## src/rtl/raster_pkg.sv

```systemverilog
package raster_pkg;

    localparam int EXT_W     = 16;          // extent fields
    localparam int PIX_W     = EXT_W + 3;   // character count plus 3 sub-pixel bits
    localparam int SPOS_W    = 12;          // sync start fields
    localparam int HSW_W     = 6;           // horizontal sync width field
    localparam int VSW_W     = 5;           // vertical sync width field
    localparam int WID_LSB   = 16;
    localparam int POL_BIT   = 23;
    localparam int FMT_LSB   = 8;
    localparam int ALIGN_LSB = 3;           // base forced to 8-byte alignment

    typedef enum logic [2:0] {
        FMT_IDX8   = 3'd2,
        FMT_RGB555 = 3'd3,
        FMT_RGB565 = 3'd4,
        FMT_XRGB32 = 3'd6
    } pix_fmt_e;

    typedef struct packed {
        logic [EXT_W-1:0]  h_total_m1;
        logic [EXT_W-1:0]  h_disp_m1;
        logic [SPOS_W-1:0] hs_start;
        logic [HSW_W-1:0]  hs_width;
        logic              hs_low;
        logic [EXT_W-1:0]  v_total_m1;
        logic [EXT_W-1:0]  v_disp_m1;
        logic [SPOS_W-1:0] vs_start_m1;
        logic [VSW_W-1:0]  vs_width;
        logic              vs_low;
        pix_fmt_e          fmt;
    } timing_cfg_t;

    function automatic logic fmt_ok(input logic [2:0] code);
        return (code == 3'd2) || (code == 3'd3) || (code == 3'd4) || (code == 3'd6);
    endfunction

    // log2 of bytes per pixel
    function automatic logic [1:0] bpp_shift(input pix_fmt_e f);
        case (f)
            FMT_RGB555, FMT_RGB565: return 2'd1;
            FMT_XRGB32:             return 2'd2;
            default:                return 2'd0;
        endcase
    endfunction

    function automatic logic [HSW_W-1:0] clamp_hw(input logic [HSW_W-1:0] w);
        return (w == '0) ? HSW_W'(1) : w;
    endfunction

    function automatic logic [VSW_W-1:0] clamp_vw(input logic [VSW_W-1:0] w);
        return (w == '0) ? VSW_W'(1) : w;
    endfunction

endpackage

```

## src/rtl/raster_cfg_shadow.sv

```systemverilog
module raster_cfg_shadow
    import raster_pkg::*;
#(
    parameter int PITCH_W = 10,
    parameter int ADDR_W  = 24
) (
    input  logic                clk,
    input  logic                rst,
    input  logic                load,
    input  logic [31:0]         h_ext,
    input  logic [31:0]         h_sync,
    input  logic [31:0]         v_ext,
    input  logic [31:0]         v_sync,
    input  logic [31:0]         ctrl,
    input  logic [PITCH_W-1:0]  pitch_in,
    input  logic [ADDR_W-1:0]   base_in,
    output timing_cfg_t         cfg_q,
    output logic [PITCH_W-1:0]  pitch_q,
    output logic [ADDR_W-1:0]   base_q
);

    timing_cfg_t dec;
    timing_cfg_t rst_cfg;
    logic        cfg_ok;

    always_comb begin
        dec.h_total_m1  = h_ext[EXT_W-1:0];
        dec.h_disp_m1   = h_ext[WID_LSB +: EXT_W];
        dec.hs_start    = h_sync[SPOS_W-1:0];
        dec.hs_width    = clamp_hw(h_sync[WID_LSB +: HSW_W]);
        dec.hs_low      = h_sync[POL_BIT];
        dec.v_total_m1  = v_ext[EXT_W-1:0];
        dec.v_disp_m1   = v_ext[WID_LSB +: EXT_W];
        dec.vs_start_m1 = v_sync[SPOS_W-1:0];
        dec.vs_width    = clamp_vw(v_sync[WID_LSB +: VSW_W]);
        dec.vs_low      = v_sync[POL_BIT];
        dec.fmt         = pix_fmt_e'(ctrl[FMT_LSB +: 3]);
        cfg_ok          = fmt_ok(ctrl[FMT_LSB +: 3]);
        rst_cfg         = dec;
        if (!cfg_ok) rst_cfg.fmt = FMT_IDX8;
    end

    wire unused_bits = ^{h_sync[15:12], h_sync[22], h_sync[31:24],
                         v_sync[15:12], v_sync[22:21], v_sync[31:24],
                         ctrl[7:0], ctrl[31:11]};

    always_ff @(posedge clk) begin
        if (rst) begin
            cfg_q   <= rst_cfg;
            pitch_q <= pitch_in;
            base_q  <= base_in;
        end else if (load && cfg_ok) begin
            cfg_q   <= dec;
            pitch_q <= pitch_in;
            base_q  <= base_in;
        end
    end

endmodule

```

## src/rtl/raster_hcount.sv

```systemverilog
module raster_hcount
    import raster_pkg::*;
(
    input  logic              clk,
    input  logic              rst,
    input  logic [EXT_W-1:0]  total_m1,
    output logic [PIX_W-1:0]  pix_x,
    output logic              line_end
);

    assign line_end = (&pix_x[2:0]) && (pix_x[PIX_W-1:3] >= total_m1);

    always_ff @(posedge clk) begin
        if (rst || line_end) pix_x <= '0;
        else                 pix_x <= pix_x + PIX_W'(1);
    end

endmodule

```

## src/rtl/raster_vcount.sv

```systemverilog
module raster_vcount
    import raster_pkg::*;
#(
    parameter int ADDR_W = 24
) (
    input  logic              clk,
    input  logic              rst,
    input  logic              line_end,
    input  logic [EXT_W-1:0]  total_m1,
    input  logic [EXT_W-1:0]  disp_m1,
    input  logic [ADDR_W-1:0] stride,
    input  logic [ADDR_W-1:0] rst_base,
    input  logic [ADDR_W-1:0] frame_base,
    output logic [EXT_W-1:0]  line_y,
    output logic [ADDR_W-1:0] fetch_addr,
    output logic              blank_start
);

    logic wrap;

    assign wrap        = (line_y >= total_m1);
    assign blank_start = line_end && (line_y == disp_m1);

    always_ff @(posedge clk) begin
        if (rst) begin
            line_y     <= '0;
            fetch_addr <= rst_base;
        end else if (line_end) begin
            if (wrap) begin
                line_y     <= '0;
                fetch_addr <= frame_base;
            end else begin
                line_y     <= line_y + EXT_W'(1);
                fetch_addr <= fetch_addr + stride;
            end
        end
    end

endmodule

```

## src/rtl/raster_timing_gen.sv

```systemverilog
module raster_timing_gen
    import raster_pkg::*;
#(
    parameter int PITCH_W = 10,
    parameter int ADDR_W  = 24
) (
    input  logic                clk,
    input  logic                rst,
    input  logic [31:0]         cfg_h_extent,
    input  logic [31:0]         cfg_h_sync,
    input  logic [31:0]         cfg_v_extent,
    input  logic [31:0]         cfg_v_sync,
    input  logic [31:0]         cfg_ctrl,
    input  logic [PITCH_W-1:0]  cfg_pitch,
    input  logic [ADDR_W-1:0]   cfg_base,
    output logic [PIX_W-1:0]    pix_x,
    output logic [EXT_W-1:0]    line_y,
    output logic                de,
    output logic                hsync,
    output logic                vsync,
    output logic [ADDR_W-1:0]   fetch_addr
);

    localparam int VW = EXT_W + 1;

    timing_cfg_t         cfg_q;
    logic [PITCH_W-1:0]  pitch_q;
    logic [ADDR_W-1:0]   base_q;
    logic [ADDR_W-1:0]   base_al_in;
    logic [ADDR_W-1:0]   stride;
    logic                line_end;
    logic                blank_start;

    assign base_al_in = {cfg_base[ADDR_W-1:ALIGN_LSB], ALIGN_LSB'(0)};
    assign stride     = ADDR_W'({pitch_q, 3'b000}) << bpp_shift(cfg_q.fmt);

    raster_cfg_shadow #(.PITCH_W(PITCH_W), .ADDR_W(ADDR_W)) u_shadow (
        .clk      (clk),
        .rst      (rst),
        .load     (blank_start),
        .h_ext    (cfg_h_extent),
        .h_sync   (cfg_h_sync),
        .v_ext    (cfg_v_extent),
        .v_sync   (cfg_v_sync),
        .ctrl     (cfg_ctrl),
        .pitch_in (cfg_pitch),
        .base_in  (base_al_in),
        .cfg_q    (cfg_q),
        .pitch_q  (pitch_q),
        .base_q   (base_q)
    );

    raster_hcount u_hcnt (
        .clk      (clk),
        .rst      (rst),
        .total_m1 (cfg_q.h_total_m1),
        .pix_x    (pix_x),
        .line_end (line_end)
    );

    raster_vcount #(.ADDR_W(ADDR_W)) u_vcnt (
        .clk         (clk),
        .rst         (rst),
        .line_end    (line_end),
        .total_m1    (cfg_q.v_total_m1),
        .disp_m1     (cfg_q.v_disp_m1),
        .stride      (stride),
        .rst_base    (base_al_in),
        .frame_base  (base_q),
        .line_y      (line_y),
        .fetch_addr  (fetch_addr),
        .blank_start (blank_start)
    );

    logic [PIX_W-1:0] hs_lo, hs_hi;
    logic [VW-1:0]    vs_lo, vs_hi, line_ext;
    logic             hs_on, vs_on;

    always_comb begin
        hs_lo    = PIX_W'(cfg_q.hs_start);
        hs_hi    = hs_lo + PIX_W'({cfg_q.hs_width, 3'b000});
        hs_on    = (pix_x >= hs_lo) && (pix_x < hs_hi);
        vs_lo    = VW'(cfg_q.vs_start_m1) + VW'(1);
        vs_hi    = vs_lo + VW'(cfg_q.vs_width);
        line_ext = VW'(line_y);
        vs_on    = (line_ext >= vs_lo) && (line_ext < vs_hi);
        hsync    = hs_on ^ cfg_q.hs_low;
        vsync    = vs_on ^ cfg_q.vs_low;
        de       = (pix_x[PIX_W-1:3] <= cfg_q.h_disp_m1) && (line_y <= cfg_q.v_disp_m1);
    end

endmodule

```

## config.mk

```make
export PLATFORM = sky130hd
export DESIGN_NAME = raster_timing_gen
export DESIGN_NICKNAME = d
export VERILOG_FILES = /design/src/rtl/raster_pkg.sv /design/src/rtl/raster_cfg_shadow.sv /design/src/rtl/raster_hcount.sv /design/src/rtl/raster_vcount.sv /design/src/rtl/raster_timing_gen.sv
export SDC_FILE = /design/constraint.sdc
export NUM_CORES = 1
export LEC_CHECK = 0
export ABC_AREA = 1
export ABC_CLOCK_PERIOD_IN_PS = 5000
export CAP_MARGIN = 20
export CORE_MARGIN = 4
export CORE_UTILIZATION = 50
export CTS_CLUSTER_DIAMETER = 200
export DETAILED_ROUTE_END_ITERATION = 10
export DONT_BUFFER_PORTS = 1
export PLACE_DENSITY = 0.78
export SYNTH_ARGS = -nofsm -noshare
export SYNTH_HDL_FRONTEND = slang
export SYNTH_SLANG_ARGS = --single-unit
```

## constraint.sdc

```tcl
create_clock -name clk -period 5 [get_ports clk]
set_clock_uncertainty 0.05 [all_clocks]
set_input_delay 0.5 -clock clk [delete_from_list [all_inputs] [get_ports clk]]
set_output_delay 0.5 -clock clk [all_outputs]
set_load 0.005 [all_outputs]
```

Yosys cells after proc, flatten, opt, wreduce, memory -nomap -nowiden
Cells that the tools add are included.

storage, ports and cells
  flip-flop bits (word level) = 194
  input bits = 196
  word-level logic and storage cells = 72

cells by class
  add/subtract/negate cells = 6
  order comparisons = 8
  eq/ne operators = 8
  shift operators = 1
  mux-type cells = 14
  bitwise logic cells = 2
  reductions and logical operators = 16

operators by type and width
  kind                                                             count
  104-bit 2-to-1 mux                                               2
  24-bit 2-to-1 mux                                                5
  16-bit >= comparator                                             2
  16-bit <= comparator                                             2
  24-bit adder                                                     1
  13-bit by 2-bit << shifter with 24-bit output                    1
  10-bit 2-to-1 mux                                                2
  19-bit by 1-bit adder with 19-bit output, second input constant  1
  19-bit by 12-bit >= comparator with 1-bit output                 1
  19-bit by 13-bit less-than comparator with 1-bit output          1
  16-bit by 1-bit adder with 16-bit output, second input constant  1
  16-bit == test                                                   1
  16-bit by 13-bit >= comparator with 1-bit output                 1
  16-bit by 14-bit less-than comparator with 1-bit output          1
  16-bit 2-to-1 mux                                                1
  13-bit by 5-bit adder with 14-bit output                         1
  12-bit by 1-bit adder with 13-bit output, second input constant  1
  12-bit by 9-bit adder with 13-bit output                         1
  3-bit == test, second input constant                             4
  3-bit by 2-bit == test with 1-bit output, second input constant  3
  1-bit logical AND                                                6
  6-bit zero test                                                  1
  6-bit 2-to-1 mux                                                 1
  5-bit zero test                                                  1
  other kinds (8)                                                  13

Longest topological paths before layout
Gate-level depths: netlist (run 1).

  depth in word-level cells = 8
  gate-level depth with buffers = 23
  depth with buffers taken out = 23

Cells and area by module
Synthesis (run 1) repeated with hierarchy kept, for this count alone.

second synthesis, totals
  cells, all modules = 1600
  area, all modules = 13314.0 µm²

modules (own cells, without submodules)
  module             times used  cells an instance  area an instance (µm²)  sequential area each (µm²)
  raster_vcount      1           736                4405.5                  1041.0
  raster_cfg_shadow  1           173                4285.4                  4144.0
  raster_timing_gen  1           496                3143.0                  0.0
  raster_hcount      1           195                1480.2                  380.4

Worst setup path after synthesis (run 1)
Ideal clock, no wire load.

  path kind = register to register
  start = register u_hcnt.pix_x[3]
  end = register u_shadow.base_q[10], enable pin
  library setup time = 0.499 ns
  data arrival time = 4.538 ns
  required time = 4.451 ns
  slack = -0.087 ns
  stages on the path, launching flop included = 14
  path buffers = 0
  clock period less this slack = 5.087 ns
  path through = dfxtp_1 -> inv_1 -> ha_1 -> inv_1 -> a21oi_1 -> o21ai_0 -> nand2_1 -> o211ai_1 -> nand2_1 -> nand3_2 -> nand2_2 -> inv_1 -> nand3b_1 -> nand2_1

between the ends
  longest elaborated chain between the ends = 5

ends and longest elaborated chain
  what                                 RTL line                 text
  from (decl)                          raster_hcount.sv:7       output logic [PIX_W-1:0] pix_x,
  from (signal assigned)               raster_hcount.sv:15      else pix_x <= pix_x + PIX_W'(1);
  16-bit >= comparator                 raster_hcount.sv:11      assign line_end = (&pix_x[2:0]) && (pix_x[PIX_W-1:3] >= total_m1);
  1-bit logical AND                    raster_hcount.sv:11
  1-bit logical AND                    raster_vcount.sv:22      assign blank_start = line_end && (line_y == disp_m1);
  1-bit logical AND                    raster_cfg_shadow.sv:52  end else if (load && cfg_ok) begin
  2-bit nonzero test (no source line)  -
  to (signal assigned)                 raster_cfg_shadow.sv:51  base_q <= base_in;
  to (signal assigned)                 raster_cfg_shadow.sv:55  base_q <= base_in;
  to (decl)                            raster_cfg_shadow.sv:19  output logic [ADDR_W-1:0] base_q

Every way passes these cells.
A chain may end at the register's enable or synchronous reset.

Worst setup path in the final report (run 1)
  start = register, netlist name u_shadow.cfg_q[9]
  end = output vsync

between the ends
  longest elaborated chain between the ends = 5
  elaborated cells between the ends (all ways) = 6

ends and longest elaborated chain
  what                                                     RTL line                 text
  12-bit by 1-bit adder with 13-bit output *               raster_timing_gen.sv:83  vs_lo = VW'(cfg_q.vs_start_m1) + VW'(1);
  13-bit by 5-bit adder with 14-bit output                 raster_timing_gen.sv:84  vs_hi = vs_lo + VW'(cfg_q.vs_width);
  16-bit by 14-bit less-than comparator with 1-bit output  raster_timing_gen.sv:86  vs_on = (line_ext >= vs_lo) && (line_ext < vs_hi);
  1-bit logical AND *                                      raster_timing_gen.sv:86
  1-bit XOR *                                              raster_timing_gen.sv:88  vsync = vs_on ^ cfg_q.vs_low;
  to (decl)                                                raster_timing_gen.sv:20  output logic vsync,

Every way passes the cells marked *; elsewhere a longest branch is shown, timed or not.

==> key figures, run 1 <==
Status
  • Status: completed

STA
  • Final setup viols: 0
  • Maximum clock rate: 0.220 GHz
  • RSZ-0062 raised after global routing: false
  • Final hold slack: 84.0 ps
  • Period minus WS final: 4550 ps
  • Slew of the pin with the lowest slew margin: 1030 ps
  • Slew margin rel.: 31.1%
  • Max Slew Vio Count: 0
  • Final period util: 90.9%
  • Fin. Hold Viols: 0
  • Setup_tns: 0 ps

Power and ir drop
  • Worst vdd ir: 0.181 mV
  • Pwr dens: 300 mW/mm^2
  • Pleak: 0.00595 uW

Synth
  • Synth top area share: 39.0%
  • Synth warn: 0
  • Cells after Synth: 1326
  • Syn_nets: 1666
  • Ys async rst share: 0%
  • Synth top area cells: edfxtp_1 (39%), ha_1 (15%), nand2_1 (8.8%)
  • Most common flop cell mapped by yosys: edfxtp_1
  • Synth cell types: 54
  • Post-synth EDFFs: 156
  • Syn avg cell area: 9.05 sq um
  • Seq/Total Area, Yosys: 45.4%
  • Synthesized cell area: 0.0120 sq mm
  • FF+latch count, synth: 194
  • Post-synth top area cell: edfxtp_1

Clocking
  • Total CTS buffers: 17
  • CTS Sinks: 194
  • Clock-pin slew on the worst setup and hold paths: 80 ps
  • Hold buffer count at CTS: 0
  • Clock Path Buffers: 2
  • Root Buffer: clkbuf_16
  • Worst-Skew Late Latency: 440 ps
  • CTS tree: built
  • # H-tree levels: 4

GRT
  • Largest net degree at the start of global routing: 136
  • Grt ovf: 0
  • First-pass GRT wire length: 43200 um
  • Initial antenna violation count: 2
  • All-layer global routing usage: 20.4%
  • Via count of the first global-routing pass: 8689

Floorplan
  • Die H: 163 um
  • Core Region: 0.0235 sq mm
  • Num ports: 258
  • Cell Rows: 56
  • Initial Util: 51.0%
  • Die ar.: 0.0265 sq mm
  • Width of the die: 163 um

Min path
  • Worst hold path type: primary input to flop

Critical path
  • Register-to-Register Path Depth: 11
  • Crit path DAT: 4000 ps
  • Crit path launch: u_shadow.cfg_q[9]
  • Worst-path maximum fanout: 5
  • Capture point of the worst path: vsync
  • Crit path kind: flop to output pin
  • RR Endpoint: u_shadow.cfg_q[75]
  • Critical Path End Type: output pin
  • Worst setup SP type: flop
  • Worst EP required: 4450 ps
  • Flop-to-flop setup slack: 1130 ps
  • FF-to-FF Start: u_hcnt.pix_x[17]

Detailed routing
  • Post-route ant nets: 0
  • Via density: 5.35
  • Vias: 8862
  • DRC viols: 0
  • Initial detailed-routing violation count: 535
  • Drt pass-1 iters: 5
  • DR WL/cell: 16.4 um
  • WL final: 27200 um

Layout
  • Nets: 1663
  • FILL cells: 2064
  • Commonest non-fill, non-tap cell in the layout: nand2_1
  • Layout cells sized above 1: 5.39%
  • Commonest cells after routing, fill and taps aside: nand2_1 (279), inv_1 (205), edfxtp_1 (156)
  • Area delta synth->final: 7.81%

Flow run
  • Max-Cap Viols: 0

Place
  • Final HPWL from detailed placement: 20100 um
  • IO buf count: 0
  • Gpl congestion: 0.900
-- timing repair --
| item | CTS | global route |
|---|---|---|
| buffers inserted | 0 | 0 |
| gates resized for setup | 0 | 3 |
| setup endpoints to repair | 0 | 1 |
-- metal layers --
metal | up-vias | share of wire, % | GRT usage (%)
li1 | 4430 | - | -
met1 | 4107 | 43 | 24.9
met2 | 277 | 48 | 34.4
met3 | 46 | 7.7 | 6.43
met4 | 2 | 1.9 | 6.37
met5 | - | 0.044 | 0
-- area by class of cell --
| class | instances | area (sq um) | share of cell area [%] |
|---|---|---|---|
| multi-input cells | 898 | 5690 | 44.0 |
| flip-flops and latches | 194 | 5450 | 42.1 |
| inverters | 209 | 785 | 6.06 |
| clock buffers | 18 | 429 | 3.32 |
| well taps | 319 | 399 | 3.09 |
| clock inverters | 14 | 165 | 1.28 |
| repair buffers | 3 | 22.5 | 0.174 |
| diodes | 1 | 2.50 | 0.0193 |
-- power breakdown --
part / total, uW / switching (uW) / internal, uW / leakage [uW]
registers: 1920 / 56.0 / 1860 / 0.00184
clock network: 1410 / 687 / 719 / 0.000290
logic: 558 / 344 / 214 / 0.00382
-- cell usage after synthesis, types with 3 or more instances --
master,n
nor3_1,15
nor2_1,100
o21bai_1,4
clkbuf_1,16
o21a_1,7
nand2_2,7
inv_1,205
or2_2,4
a211oi_1,3
a31oi_1,3
nand3_2,4
nand2_1,280
xor2_1,35
edfxtp_1,156
inv_2,3
o21ai_0,32
o211ai_1,4
nor3_2,5
dfxtp_1,38
xnor2_1,20
buf_2,6
nor4_1,5
fa_1,3
nand3_1,72
nand4_1,24
ha_1,141
a21oi_1,92
mux2i_1,7
a21o_1,3
-- cells by family (layout without fill, tap and decap cells) --
logic type / Yosys count / in the layout / synth area share, %
other cells: 2 / 3 / 0.0626
fa+ha+maj: 144 / 144 / 15.2
mux: 7 / 7 / 0.584
simple gates: 528 / 528 / 19.5
buf+inv: 234 / 244 / 7.44
compound gates: 160 / 160 / 7.53
flops: 194 / 194 / 45.4
xor+xnor: 57 / 57 / 4.29
-- critical path, stage by stage, from the launching register on --
cell and delay, ps:
edfxtp_1 470, ha_1 290, xnor2_2 200, inv_1 90, ha_1 290, a21oi_1 140
nand2_1 90, a21o_1 190, a21oi_1 230, nor2_1 110, nand3_1 140, xor2_1 170
ha_1 260, a21oi_1 140, nor2_1 60, a211oi_1 170, o21ai_0 100, a21oi_1 210
nand2_1 90, nand2_1 60, nand2_1 70
-- sequential cells by signal, indices dropped and copies added (netlist names) --
register	cells
u_hcnt.pix_x	19
u_shadow.base_q	21
u_shadow.pitch_q	10
u_vcnt.line_y	16
u_shadow.cfg_q	104
u_vcnt.fetch_addr	24
-- stage by stage --
stage                     setup WS [ps]  utilization, %  total power (uW)  instances  instance area, sq um
after global placement              873            52.4              2480       1623                 12300
after floorplan                    1240               -              2380       1326                 12000
after global routing               5.59            55.0              4060       1656                 12900
final                               454            55.0              3880       1656                 12900
after CTS                           205            54.9              3900       1655                 12900
after detailed placement            686            52.4              2500       1623                 12300
-- worst min-delay path by stage --
stage / cells after the start / startpoint / to
after global routing: 1 / rst / u_vcnt.line_y[12]
after CTS: 1 / rst / u_vcnt.line_y[12]
final: 1 / rst / u_vcnt.line_y[12]
after floorplan: 2 / u_vcnt.fetch_addr[0] / u_vcnt.fetch_addr[0]
after global placement: 2 / u_vcnt.fetch_addr[1] / u_vcnt.fetch_addr[1]
after detailed placement: 2 / u_vcnt.fetch_addr[0] / u_vcnt.fetch_addr[0]
Note: power is estimated with default switching activity, not from simulation.
==> run 2: changes to the inputs <==
--- a/config.mk
+++ b/config.mk
@@ -8,6 +8,7 @@
 export ABC_AREA = 1
 export ABC_CLOCK_PERIOD_IN_PS = 5000
 export CAP_MARGIN = 20
+export CORE_ASPECT_RATIO = 0.6
 export CORE_MARGIN = 4
 export CORE_UTILIZATION = 50
 export CTS_CLUSTER_DIAMETER = 200
==> key figures, run 2 (same netlist as run 1, synthesis figures left out) <==
Status
  • Status: completed

STA
  • Slew of the pin with the lowest slew margin: 990 ps (-43.4 ps)
  • Fin. Hold Viols: 0 (unchanged)
  • Maximum clock rate: 0.221 GHz (+0.25%)
  • Period minus WS final: 4530 ps (-11.3 ps)
  • Final period util: 90.7% (-0.23 points)
  • Final setup viols: 0 (unchanged)
  • Slew margin rel.: 33.8% (+2.7 points)
  • Setup_tns: 0 ps (unchanged)
  • Setup slack after layout: 466 ps (+11.3 ps)
  • RSZ-0062 raised after global routing: false
  • Max Slew Vio Count: 0 (unchanged)

Min path
  • Critical hold path startpoint: rst
  • Hold EP: u_vcnt.line_y[4]
  • Hold Path Cell Cnt: 1 (unchanged)
  • Worst hold path type: primary input to flop

GRT
  • Via count of the first global-routing pass: 8466 (-2.6%)
  • First-pass GRT wire length: 45800 um (+5.9%)
  • Grt ovf: 0 (unchanged)
  • All-layer global routing usage: 22.1% (+1.7 points)
  • Initial antenna violation count: 1 (-1)
  • Largest net degree at the start of global routing: 52 (-62%)

Detailed routing
  • Post-route ant nets: 0 (unchanged)
  • Vias: 9028 (+1.9%)
  • Initial detailed-routing violation count: 698 (+30%)
  • WL final: 29300 um (+7.6%)
  • DRC viols: 0 (unchanged)
  • Via density: 5.43 (+1.4%)
  • Drt pass-1 iters: 7 (+2)
  • DR WL/cell: 17.6 um (+7.2%)

Critical path
  • CP peak stage delay: 470 ps (about the same)
  • Worst setup SP type: flop
  • CP most frequent cell: nand2_1
  • Top delay family on crit path: simple AND/OR/NAND/NOR gates
  • Register-to-Register Path Depth: 12 (+1)
  • Critical Path End Type: output pin
  • Worst EP required: 4450 ps (about the same)
  • Flop-to-flop setup slack: 1340 ps (+210 ps)
  • Worst-path maximum fanout: 5 (unchanged)
  • Worst path buffer plus inverter count: 1 (unchanged)
  • Slowest-stage cell, CP: edfxtp_1
  • Worst-path cell chain: ha_1 > xnor2_1 > inv_1 > ha_1 > nand2_1 > o21ai_1 > nand2_1 > nand2_1 > nand2_1 > nor4_4 > nand2_1 > nand2_1 > nand2_1 > ha_1 > nand2_1 > nor2_1 > a211oi_1 > o21ai_0 > a21oi_2 > nand3_1 > nand2_1
  • Crit path kind: flop to output pin
  • FF-to-FF Start: u_hcnt.pix_x[18]
  • Crit path DAT: 3980 ps (-20 ps)
  • RR Endpoint: u_shadow.cfg_q[97]

Place
  • Post-Place Cells: 1630 (+0.43%)
  • Place WS: 837 ps (+151 ps)
  • Gpl congestion: 0.930 (+3.3%)
  • Final HPWL from detailed placement: 22500 um (+12%)
  • IO buf count: 0 (unchanged)

Clocking
  • Total CTS buffers: 17 (unchanged)
  • CTS Sinks: 194 (unchanged)
  • # H-tree levels: 4 (unchanged)
  • Clock-pin slew on the worst setup and hold paths: 70 ps (about the same)
  • CTS tree: built
  • Clock Path Buffers: 2 (unchanged)
  • Worst-Skew Late Latency: 460 ps (+20 ps)
  • Root Buffer: clkbuf_16
  • Post CTS Setup Buffer Count: 0 (unchanged)

Power and ir drop
  • Clock power share: 36.5% (+0.3 points)
  • Int Pwr: 2870 uW (+2.8%)
  • Pwr dens: 302 mW/mm^2 (+0.65%)
  • Pleak: 0.00600 uW (+0.90%)
  • Sw Pwr: 1060 uW (-2.2%)
  • Switching Share: 27.0% (-0.98 points)
  • Worst vdd ir: 0.253 mV (+40%)
  • Reg power frac: 48.8% (-0.6 points)
  • Logic pwr share: 14.7% (+0.3 points)

Layout
  • Commonest cells after routing, fill and taps aside: nand2_1 (279), inv_1 (205), edfxtp_1 (156)
  • Nets: 1674 (+0.66%)
  • Final cell count without fillers: 1663 (+0.42%)
  • Commonest non-fill, non-tap cell in the layout: nand2_1
  • Area delta synth->final: 8.59%
  • Layout cells sized above 1: 6.01% (+0.62 points)
  • Biggest regs: u_shadow.cfg_q x104, u_vcnt.fetch_addr x24, u_shadow.base_q x21
  • Max FFs per register: 104 (unchanged)
  • FILL cells: 2052 (-0.58%)
  • Biggest register: u_shadow.cfg_q

Floorplan
  • Core Region: 0.0233 sq mm (-0.82%)
  • Die H: 128 um (-21%)
  • Num ports: 258 (unchanged)
  • Initial Util: 51.4% (+0.42 points)
  • Width of the die: 208 um (+28%)
  • Die ar.: 0.0266 sq mm (+0.31%)
  • Cell Rows: 43 (-23%)

Flow run
  • Max-Cap Viols: 0 (unchanged)
[run 2: power by group through the flow]
stage	combinational, uW	clock, uW	sequential, uW
after CTS	572	1460	1920
after global routing	658	1530	1930
after floorplan	450	0	1930
final	577	1440	1920
after global placement	545	0	1950
after detailed placement	565	0	1950
[run 2: area by class of cell]
| class | instances | area, sq um | share of cell area (%) |
|---|---|---|---|
| clock inverters | 15 | 180 | 1.38 |
| diodes | 1 | 2.50 | 0.0192 |
| multi-input cells | 898 | 5680 | 43.6 |
| clock buffers | 17 | 425 | 3.26 |
| flip-flops and latches | 194 | 5450 | 41.8 |
| repair buffers | 14 | 118 | 0.903 |
| well taps | 315 | 394 | 3.02 |
| inverters | 209 | 785 | 6.02 |
[run 2: worst reg2reg max path, cell delays in order (launching register included)]
cell and delay (ps):
dfxtp_1 400, ha_1 340, nand2_1 70, inv_1 50, nand3_1 80, nor3_1 540, nand3_1 190, nand3_2 310
nand2_2 90, inv_1 210, nand3b_1 220, nand2_8 310, buf_4 440
[run 2: through the flow]
step	area (sq um)	util, %	total power (uW)	hold slack [ps]
finish	13000	55.8	3930	78.2
global route	13000	55.8	4110	45.5
CTS	13000	55.8	3950	42.2
detailed placement	12400	53.2	2520	400
global placement	12400	53.2	2500	386
floorplan	12000	-	2380	375
[run 2: worst max path at each step]
stage | slack (ps) | start | cells past startpoint | end
after floorplan | 1240 | u_hcnt.pix_x[3] | 13 | u_shadow.base_q[10]
after global placement | 870 | u_shadow.cfg_q[9] | 22 | vsync
after detailed placement | 840 | u_shadow.cfg_q[9] | 21 | vsync
after CTS | 310 | u_shadow.cfg_q[9] | 21 | vsync
after global routing | 10 | u_shadow.cfg_q[9] | 21 | vsync
final | 470 | u_shadow.cfg_q[9] | 21 | vsync
[run 2: layer usage]
layer	global-route usage (%)	vias to the layer above	share of wire (%)
met5	0	-	0
met4	5.79	0	1.4
met3	6.70	32	8.7
met2	32.2	348	42
met1	32.2	4189	48
li1	-	4459	-
[run 2: what timing repair did]
action / in CTS / in global routing
resized for setup: 0 / 2
endpoints found under the hold margin: 0 / 0
hold buffers: 0 / 0
endpoints found under the setup margin: 0 / 1
==> run 3: changes to the inputs <==
--- a/config.mk
+++ b/config.mk
@@ -6,7 +6,7 @@
 export NUM_CORES = 1
 export LEC_CHECK = 0
 export ABC_AREA = 1
-export ABC_CLOCK_PERIOD_IN_PS = 5000
+export ABC_CLOCK_PERIOD_IN_PS = 4990
 export CAP_MARGIN = 20
 export CORE_ASPECT_RATIO = 0.6
 export CORE_MARGIN = 4
@@ -14,7 +14,8 @@
 export CTS_CLUSTER_DIAMETER = 200
 export DETAILED_ROUTE_END_ITERATION = 10
 export DONT_BUFFER_PORTS = 1
-export PLACE_DENSITY = 0.78
+export PLACE_DENSITY = 0.75
+export SKIP_CTS_REPAIR_TIMING = 1
 export SYNTH_ARGS = -nofsm -noshare
 export SYNTH_HDL_FRONTEND = slang
 export SYNTH_SLANG_ARGS = --single-unit
==> constraint.sdc (replaced) <==
create_clock -name clk -period 4.99 [get_ports clk]
set_clock_uncertainty 0.05 [all_clocks]
set_input_delay 0.499 -clock clk [delete_from_list [all_inputs] [get_ports clk]]
set_output_delay 0.499 -clock clk [all_outputs]
set_load 0.005 [all_outputs]
==> key figures, run 3 (same netlist as run 1, synthesis figures left out) <==
Critical path
  • RR Endpoint: u_shadow.cfg_q[59]
  • Worst-path maximum fanout: 5 (unchanged)
  • Register-to-Register Path Depth: 12 (unchanged)
  • Worst setup SP type: flop
  • FF-to-FF Start: u_hcnt.pix_x[17]
  • Flop-to-flop setup slack: 1300 ps (-40 ps)
  • Crit path kind: flop to output pin
  • Crit path DAT: 3980 ps (about the same)
  • Worst EP required: 4440 ps (about the same)
  • Critical Path End Type: output pin

Power and ir drop
  • Worst vdd ir: 0.235 mV (-7.3%)
  • Pleak: 0.00603 uW (+0.38%)
  • Pwr dens: 300 mW/mm^2 (-0.58%)

GRT
  • First-pass GRT wire length: 47300 um (+3.3%)
  • Initial antenna violation count: 1 (unchanged)
  • All-layer global routing usage: 22.7% (+0.61 points)
  • Largest net degree at the start of global routing: 63 (+21%)
  • Grt ovf: 0 (unchanged)
  • Via count of the first global-routing pass: 8780 (+3.7%)

Place
  • Gpl congestion: 0.910 (-2.1%)
  • Placed cell area: 0.0124 sq mm (+0.18%)
  • IO buf count: 0 (unchanged)
  • Final HPWL from detailed placement: 23200 um (+3.1%)
  • Post-Place Cells: 1633 (+0.18%)

STA
  • Slew margin rel.: 35.1% (+1.4 points)
  • Maximum clock rate: 0.221 GHz
  • Final hold slack: 70.5 ps (-7.72 ps)
  • Slew of the pin with the lowest slew margin: 970 ps (-20.5 ps)
  • Period minus WS final: 4530 ps
  • Max Slew Vio Count: 0 (unchanged)
  • Final period util: 90.7%
  • Setup_tns: 0 ps (unchanged)
  • RSZ-0062 raised after global routing: false
  • Fin. Hold Viols: 0 (unchanged)
  • Final setup viols: 0 (unchanged)

Floorplan
  • Initial Util: 51.4% (unchanged)
  • Cell Rows: 43 (unchanged)
  • Num ports: 258 (unchanged)
  • Die H: 128 um (unchanged)
  • Die ar.: 0.0266 sq mm (unchanged)
  • Width of the die: 208 um (unchanged)
  • Core Region: 0.0233 sq mm (unchanged)

Clocking
  • Total CTS buffers: 17 (unchanged)
  • CTS tree: built
  • # H-tree levels: 4 (unchanged)
  • Clock-pin slew on the worst setup and hold paths: 70 ps (about the same)
  • Root Buffer: clkbuf_16
  • Clock Path Buffers: 2 (unchanged)
  • Worst-Skew Late Latency: 450 ps (about the same)
  • CTS Sinks: 194 (unchanged)

Detailed routing
  • Drt pass-1 iters: 7 (unchanged)
  • Post-route ant nets: 0 (unchanged)
  • DRC viols: 0 (unchanged)
  • Initial detailed-routing violation count: 730 (+4.6%)
  • Vias: 9014 (-0.16%)
  • DR WL/cell: 17.9 um (+1.8%)
  • WL final: 29800 um (+2.0%)
  • Via density: 5.41 (-0.33%)

Layout
  • Biggest regs: u_shadow.cfg_q x104, u_vcnt.fetch_addr x24, u_shadow.base_q x21
  • Final cell count without fillers: 1666 (+0.18%)
  • Nets: 1677 (+0.18%)
  • Biggest register: u_shadow.cfg_q
  • Max FFs per register: 104 (unchanged)
  • Register Area: 0.00545 sq mm (unchanged)
  • Finished Core Util: 55.9% (+0.059 points)
  • Commonest non-fill, non-tap cell in the layout: nand2_1
  • Design Area, Final: 0.0130 sq mm (+0.11%)
  • FILL cells: 2068 (+0.78%)
  • Layout cells sized above 1: 6.44% (+0.43 points)
  • Commonest cells after routing, fill and taps aside: nand2_1 (279), inv_1 (205), edfxtp_1 (156)
  • Area of the multi-input gates: 0.00569 sq mm (+0.13%)
  • Area delta synth->final: 8.71%

Status
  • Status: completed

Min path
  • Critical hold path startpoint: rst
  • Hold EP: u_vcnt.line_y[9]
  • Worst hold path type: primary input to flop
  • Hold Path Cell Cnt: 1 (unchanged)

Flow run
  • Max-Cap Viols: 0 (unchanged)
run 3: worst max-delay path by stage:
| stage | endpoint | slack, ps | cells past startpoint | from |
|---|---|---|---|---|
| CTS | vsync | 200 | 21 | u_shadow.cfg_q[9] |
| global route | vsync | 40 | 22 | u_shadow.cfg_q[9] |
| floorplan | u_shadow.base_q[10] | 1230 | 13 | u_hcnt.pix_x[3] |
| global placement | vsync | 870 | 21 | u_shadow.cfg_q[9] |
| finish | vsync | 460 | 21 | u_shadow.cfg_q[9] |
| detailed placement | vsync | 750 | 22 | u_shadow.cfg_q[9] |
run 3: critical path, stage by stage (launching register included):
cell      delay [ps]
edfxtp_1         480
ha_1             300
xnor2_2          210
inv_1             90
ha_1             290
a21oi_1          150
nand2_1          100
a21o_1           190
a21oi_2          160
nor2_1            80
nand3_1          120
nor2_2            50
xor2_1           140
ha_1             290
nand2_1          110
nor2_1            60
a211oi_1         170
o21ai_0          100
a21oi_1          210
nand2_1           90
nand2_1           60
nand2_1           80
run 3: final cells by class:
class                   count  share of cell area (%)
flip-flops and latches    194                    41.7
clock inverters            14                    1.15
repair buffers             17                    1.07
diodes                      1                  0.0192
well taps                 315                    3.02
inverters                 209                    6.01
multi-input cells         898                    43.6
clock buffers              18                    3.37
run 3: per-stage QoR:
step | total power (uW) | worst slack, ps
floorplan | 2390 | 1230
global placement | 2510 | 875
detailed placement | 2530 | 752
CTS | 3920 | 202
global route | 4100 | 37.9
finish | 3910 | 464
run 3: metal layers:
| layer | up-vias | wire, um | global-route usage (%) | share of wire, % |
|---|---|---|---|---|
| met5 | - | 0 | 0 | 0 |
| li1 | 4471 | - | - | - |
| met2 | 310 | 12900 | 34.1 | 43 |
| met3 | 21 | 2450 | 6.46 | 8.2 |
| met4 | 0 | 305 | 4.82 | 1.0 |
| met1 | 4212 | 14200 | 32.9 | 48 |
run 3: report_power, final:
group          leakage (uW)  internal, uW  total (uW)  switching [uW]
registers           0.00184          1860        1920            59.9
clock network      0.000289           758        1400             643
logic               0.00390           219         589             370
total               0.00603          2840        3910            1070
